==> config.mk <==
export PLATFORM = sky130hd
export DESIGN_NAME = wdog_lockable
export DESIGN_NICKNAME = d
export VERILOG_FILES = /design/src/rtl/wdog_pkg.sv /design/src/rtl/wdog_regs.sv /design/src/rtl/wdog_counter.sv /design/src/rtl/wdog_lockable.sv
export SDC_FILE = /design/constraint.sdc
export NUM_CORES = 1
export LEC_CHECK = 0
export BUFFER_PORTS_ARGS = -buffer_cell sky130_fd_sc_hd__buf_2
export CAP_MARGIN = 10
export CORE_ASPECT_RATIO = 0.75
export CORE_UTILIZATION = 30
export DETAILED_ROUTE_END_ITERATION = 6
export MAX_ROUTING_LAYER = met4
export SETUP_SLACK_MARGIN = 0.2
export SLEW_MARGIN = 20
export SYNTH_ARGS = -nofsm -noshare
export SYNTH_HDL_FRONTEND = slang
export SYNTH_HIERARCHICAL = 1
export SYNTH_SLANG_ARGS = --single-unit
==> constraint.sdc <==
create_clock -name clk -period 3.5 [get_ports clk]
set_clock_uncertainty 0.15 [all_clocks]
set_input_delay 0.35 -clock clk [delete_from_list [all_inputs] [get_ports clk]]
set_output_delay 0.35 -clock clk [all_outputs]
set_load 0.01 [all_outputs]
==> src/rtl/wdog_pkg.sv <==
package wdog_pkg;
  localparam logic [11:0] OFS_LOAD  = 12'h000;
  localparam logic [11:0] OFS_VALUE = 12'h004;
  localparam logic [11:0] OFS_CTRL  = 12'h008;
  localparam logic [11:0] OFS_ICLR  = 12'h00C;
  localparam logic [11:0] OFS_RIS   = 12'h010;
  localparam logic [11:0] OFS_MIS   = 12'h014;
  localparam logic [11:0] OFS_LOCK  = 12'hC00;
  localparam logic [11:0] OFS_ID    = 12'hFE0;
  localparam logic [31:0] UNLOCK_KEY = 32'h1ACCE551;

  typedef struct packed {
    logic rst_en;
    logic run;
  } ctrl_t;
endpackage

==> src/rtl/wdog_regs.sv <==
module wdog_regs
  import wdog_pkg::*;
#(
  parameter int DATA_W = 32,
  parameter int ADDR_W = 12,
  parameter logic [DATA_W-1:0] ID_WORD = 32'h0057D061
) (
  input  logic              clk,
  input  logic              rst,
  input  logic              psel,
  input  logic              penable,
  input  logic              pwrite,
  input  logic [ADDR_W-1:0] paddr,
  input  logic [DATA_W-1:0] pwdata,
  input  logic [DATA_W-1:0] cnt_i,
  input  logic              ris_i,
  output logic [DATA_W-1:0] prdata_o,
  output logic [DATA_W-1:0] reload_val_o,
  output logic              reload_o,
  output logic              clr_o,
  output ctrl_t             ctrl_o
);
  localparam logic [DATA_W-1:0] ALL_ONES = {DATA_W{1'b1}};
  localparam logic [DATA_W-1:0] ONE      = DATA_W'(1);

  logic              locked_q;
  logic [DATA_W-1:0] load_q;
  ctrl_t             ctrl_q;
  logic              wr, open_wr;
  logic              wr_load, wr_ctrl, wr_iclr, wr_lock;
  logic [DATA_W-1:0] wdata_clamped;
  logic [DATA_W-1:0] rd_mux;

  assign wr      = psel && penable && pwrite;
  assign open_wr = wr && !locked_q;
  assign wr_load = open_wr && (paddr == ADDR_W'(OFS_LOAD));
  assign wr_ctrl = open_wr && (paddr == ADDR_W'(OFS_CTRL));
  assign wr_iclr = open_wr && (paddr == ADDR_W'(OFS_ICLR));
  assign wr_lock = wr && (paddr == ADDR_W'(OFS_LOCK));

  assign wdata_clamped = (pwdata == '0) ? ONE : pwdata;

  always_ff @(posedge clk) begin
    if (rst) begin
      locked_q <= 1'b1;
      load_q   <= ALL_ONES;
      ctrl_q   <= '0;
    end else begin
      if (wr_lock) locked_q <= (pwdata != UNLOCK_KEY);
      if (wr_load) load_q   <= wdata_clamped;
      if (wr_ctrl) ctrl_q   <= ctrl_t'(pwdata[1:0]);
    end
  end

  assign reload_val_o = wr_load ? wdata_clamped : load_q;
  assign reload_o     = wr_load || wr_iclr;
  assign clr_o        = wr_iclr;
  assign ctrl_o       = ctrl_q;

  always_comb begin
    rd_mux = '0;
    unique case (paddr)
      ADDR_W'(OFS_LOAD):  rd_mux = load_q;
      ADDR_W'(OFS_VALUE): rd_mux = cnt_i;
      ADDR_W'(OFS_CTRL):  rd_mux = {{(DATA_W-2){1'b0}}, ctrl_q};
      ADDR_W'(OFS_RIS):   rd_mux = {{(DATA_W-1){1'b0}}, ris_i};
      ADDR_W'(OFS_MIS):   rd_mux = {{(DATA_W-1){1'b0}}, ris_i & ctrl_q.run};
      ADDR_W'(OFS_LOCK):  rd_mux = {{(DATA_W-1){1'b0}}, locked_q};
      ADDR_W'(OFS_ID):    rd_mux = ID_WORD;
      default:            rd_mux = '0;
    endcase
  end

  always_ff @(posedge clk) begin
    if (rst) prdata_o <= '0;
    else if (psel && !penable && !pwrite) prdata_o <= rd_mux;
  end

  p_locked_ctrl_r3: assert property (@(posedge clk) disable iff (rst)
    (locked_q && wr && paddr == ADDR_W'(OFS_CTRL)) |=> $stable(ctrl_q));
  p_locked_load_r3: assert property (@(posedge clk) disable iff (rst)
    (locked_q && wr && paddr == ADDR_W'(OFS_LOAD)) |=> $stable(load_q));
  p_load_nonzero_r8: assert property (@(posedge clk) disable iff (rst)
    load_q != '0);
  p_key_unlocks_r2: assert property (@(posedge clk) disable iff (rst)
    (wr_lock && pwdata == UNLOCK_KEY) |=> !locked_q);
endmodule

==> src/rtl/wdog_counter.sv <==
module wdog_counter
  import wdog_pkg::*;
#(
  parameter int DATA_W = 32
) (
  input  logic              clk,
  input  logic              rst,
  input  ctrl_t             ctrl_i,
  input  logic              reload_i,
  input  logic              clr_i,
  input  logic [DATA_W-1:0] reload_val_i,
  output logic [DATA_W-1:0] cnt_o,
  output logic              ris_o,
  output logic              sysrst_o
);
  logic expire;
  assign expire = ctrl_i.run && (cnt_o == '0) && !reload_i;

  always_ff @(posedge clk) begin
    if (rst) begin
      cnt_o    <= {DATA_W{1'b1}};
      ris_o    <= 1'b0;
      sysrst_o <= 1'b0;
    end else begin
      if (clr_i) ris_o <= 1'b0;
      if (reload_i) begin
        cnt_o <= reload_val_i;
      end else if (ctrl_i.run) begin
        if (cnt_o == '0) cnt_o <= reload_val_i;
        else             cnt_o <= cnt_o - 1'b1;
      end
      if (expire) begin
        if (!ris_o)             ris_o    <= 1'b1;
        else if (ctrl_i.rst_en) sysrst_o <= 1'b1;
      end
    end
  end

  p_dec_r4: assert property (@(posedge clk) disable iff (rst)
    (ctrl_i.run && !reload_i && cnt_o != '0) |=> (cnt_o == $past(cnt_o) - 1'b1));
  p_hold_r4: assert property (@(posedge clk) disable iff (rst)
    (!ctrl_i.run && !reload_i) |=> $stable(cnt_o));
  p_first_zero_r5: assert property (@(posedge clk) disable iff (rst)
    (ctrl_i.run && !reload_i && cnt_o == '0) |=> ris_o);
  p_rst_sticky_r6: assert property (@(posedge clk) disable iff (rst)
    sysrst_o |=> sysrst_o);
  p_clear_r7: assert property (@(posedge clk) disable iff (rst)
    clr_i |=> !ris_o);
endmodule

==> src/rtl/wdog_lockable.sv <==
module wdog_lockable
  import wdog_pkg::*;
#(
  parameter int DATA_W = 32,
  parameter int ADDR_W = 12,
  parameter logic [DATA_W-1:0] ID_WORD = 32'h0057D061
) (
  input  logic              clk,
  input  logic              rst,
  input  logic              psel,
  input  logic              penable,
  input  logic              pwrite,
  input  logic [ADDR_W-1:0] paddr,
  input  logic [DATA_W-1:0] pwdata,
  output logic [DATA_W-1:0] prdata,
  output logic              irq_o,
  output logic              wdog_rst_o
);
  logic [DATA_W-1:0] cnt, reload_val;
  logic              ris, reload, clr;
  ctrl_t             ctrl;

  wdog_regs #(.DATA_W(DATA_W), .ADDR_W(ADDR_W), .ID_WORD(ID_WORD)) u_regs (
    .clk(clk), .rst(rst), .psel(psel), .penable(penable), .pwrite(pwrite),
    .paddr(paddr), .pwdata(pwdata), .cnt_i(cnt), .ris_i(ris),
    .prdata_o(prdata), .reload_val_o(reload_val), .reload_o(reload),
    .clr_o(clr), .ctrl_o(ctrl)
  );

  wdog_counter #(.DATA_W(DATA_W)) u_counter (
    .clk(clk), .rst(rst), .ctrl_i(ctrl), .reload_i(reload), .clr_i(clr),
    .reload_val_i(reload_val), .cnt_o(cnt), .ris_o(ris), .sysrst_o(wdog_rst_o)
  );

  assign irq_o = ris & ctrl.run;
endmodule

==> impl_metrics.csv <==
group,metric,value,unit
status,status,"complete, no violations",
finish,utilization,0.369,
cts,tritoncts,"built",
grt,overflow,0,
grt,grt_pass1_vias,5004,
yosys,ys_seq_area_frac,0.362,
critical_path,crit_family,"simple AND/OR/NAND/NOR gates",
die,die_h,120,µm
sta,period_minus_slack,3.04,ns
critical_path,worstPathArrival,3.16,ns
yosys,async_flop_share,0,
drt,ant_nets,0,
grt,grt_pass1_wl,29.4,mm
yosys,synthesis.area,5590,µm²
power,power_density,347,nW/µm²
yosys,synth_edf_count,0,
grt,grt_util_all_layers,0.202,
cts,htreeDepth,3,
yosys,synth_largest_area_cell,"dfxtp_1",
critical_path,cpPeakStageDelay,0.65,ns
sta,max_freq,0.329,GHz
sta,setup_viol,0,
yosys,synthCells,633,
sta,max-slew-margin-rel,0.256,
yosys,synth.distinct_cells,70,
die,dieArea,19200,µm²
die,fp-row-count,42,
yosys,ys_top_cells_by_count,"dfxtp_1 (101), nor2_1 (58), nand2_1 (48)",
cts,numCtsBuffers,9,
yosys,synthFlopType,"dfxtp_1",
die,start_util,0.312,
drt,vias_per_cell,5.72,
critical_path,reg2reg_to,"u_counter/cnt_o[19]",
critical_path,crit_slowest_cell,"nor4b_1",
cts,clock_latency,0.35,ns
sta,hold_ws,0.165,ns
cts,ctsHoldBuffers,0,
grt,antenna_found_initial,0,
cts,ctsResizeCount,0,
power,peakVddDrop,223,µV
sta,rsz0062_at_grt,"no",
drt,wl_per_cell,19.4,µm
yosys,ys.warnings.count,6,
yosys,syn_area_per_cell,8.83,µm²
job,drv_cap,0,
yosys,synth.most_common_cell,"dfxtp_1",
critical_path,end_kind,"flip-flop",
sta,fin_crit_sh,0.868,
critical_path,cp.required,3.63,ns
drt,drt_iter0_drc,579,
critical_path,r2r_cells,9,
min_path,hold_path.startpoint,"pwdata[1]",
cts,clk_path_buf_depth,2,
placement,portBuffers,82,
finish,antennaDiodeCount,0,
critical_path,path_class,"flip-flop to flip-flop",
yosys,synth_area_leaders,"dfxtp_1 (36%), mux2_4 (5.4%), mux2_2 (5.2%), a22oi_1 (4.7%), nor2_1 (3.9%)",
cts,numClockSinks,101,
yosys,syn-num-nets,684,
cts,postCtsSetupBuffers,0,
sta,finalSetupTns,0,ns
min_path,hold_end,"u_regs/ctrl_o[1]",
placement,gp_congestion,0.887,
yosys,netlist.area_leader.share,0.362,
critical_path,cp_max_fo,9,
drt,wl,18.5,mm
die,die_x,160,µm
sta,final_hold_viol_count,0,
finish,finalNetCount,761,
yosys,synth-seq-cells,101,
cts,root_buffer,"clkbuf_16",
min_path,hold_depth,3,
sta,slew_violations,0,
critical_path,cp-start-kind,"flip-flop",
placement,dp_hpwl,13.7,mm
min_path,min_path_type,"primary input to flip-flop",
drt,drt-pass1-iter-count,5,
finish,syn_to_final_growth,18.3,%
die,io_pins,83,
critical_path,cp_cell_sequence,"inv_1 -> ha_1 -> nor4b_1 -> nand4_1 -> or3_4 -> o21ai_1 -> buf_4 -> a221oi_1 -> o21ai_0",
drt,drcViolationCount,0,
critical_path,r2r_start,"u_counter/cnt_o[0]",
finish,final_layout_size_suffix_gt1_frac,0.259,
sta,worst_slew_pin_slew,1.11,ns
critical_path,r2r_setup_slack,0.46,ns
cts,clk_pin_slew_worst_paths,0.07,ns
power,p_leak,0.00229,µW
die,core_area,17900,µm²
drt,num_vias,5464,
grt,grt_max_degree,42,
critical_path,path_buf_inv,2,
## cell type report
type                            count  area, µm²
Clock buffer                       11        233
Fill cell                        1866      11300
Timing Repair Buffer              109        626
Sequential cell                   101       2020
Tap cell                          242        303
Multi-Input combinational cell    478       3330
Inverter                           11       42.5
Clock inverter                      4       50.0
## through the flow
step	instances	worst slack, ns	power (µW)	instance area [µm²]
after floorplan	633	0.294	1260	5590
after global placement	941	0.332	1330	6330
after detailed placement	941	0.367	1330	6330
after CTS	956	0.513	2320	6610
after global routing	956	0.217	2380	6610
final	956	0.463	2300	6610
## state kept, by name (all words and copies together), names as in the netlist
| signal | flops |
|---|---|
| u_counter/sysrst_o | 1 |
| u_counter/cnt_o | 32 |
| u_regs/ctrl_o | 2 |
| u_regs/locked_q | 1 |
| u_regs/prdata_o | 32 |
| u_regs/load_q | 32 |
| u_counter/ris_o | 1 |
## placed cells by master (no fill, tap or decap), drive strengths merged, types with 3 or more instances in the layout
master   count
a31oi        5
nand3       15
a22oi       35
nand2       49
or4         13
xnor2        3
mux2i        5
or2          3
o211ai       5
o2bb2ai      3
a211oi       3
and2         3
dfxtp      101
mux2        54
inv         10
or3          8
a221oi      17
o32a         6
clkbuf      11
nor4b        5
o21ai       22
nor2        58
buf        109
nor4        23
nand2b      32
a21oi       25
nand4       15
o31ai        5
nor3        21
and3         4
o22ai        4
## where the power goes
| part | internal (µW) | total, µW | switching (µW) |
|---|---|---|---|
| Combinational | 49.9 | 139 | 89.1 |
| Sequential | 1160 | 1170 | 12.3 |
| Clock | 550 | 989 | 438 |
| Total | 1760 | 2300 | 540 |
## per-layer routing
layer / track usage / vias to the layer above / share of wire
met1: 0.294 / 2620 / 0.48
met3: 0.0463 / 21 / 0.092
met4: 0.0469 / 0 / 0.015
met2: 0.277 / 262 / 0.41
met5: - / - / 0
li1: - / 2561 / -
## kinds of logic (layout without fill, tap and decap cells)
kind of cell,Yosys count,count (layout),synth area share
multiplexers,59,59,0.131
AND/OR/NAND/NOR,262,262,0.261
AO/OA/AOI/OAI,150,150,0.191
buffers and inverters,54,135,0.0428
flip-flops,101,101,0.362
adder cells (fa/ha/maj),2,2,0.00448
XOR/XNOR,5,5,0.00784
## tightest hold or removal path, stage by stage
cell and delay (ns):
buf_2 0.12, nand3_1 0.07, a21oi_1 0.07
## worst max path at each step
stage	end	depth (start not counted)	slack (ns)	startpoint
6_report	u_counter/cnt_o[19]	9	0.46	u_counter/cnt_o[0]
5_1_grt	u_counter/cnt_o[24]	9	0.22	u_counter/cnt_o[0]
4_1_cts	u_counter/cnt_o[26]	7	0.51	u_counter/cnt_o[24]
3_5_place_dp	u_counter/cnt_o[16]	10	0.37	paddr[5]
3_3_place_gp	u_counter/cnt_o[16]	10	0.33	paddr[5]
2_1_floorplan	u_counter/cnt_o[16]	11	0.29	paddr[5]
Power figures use the tool's default switching activity.
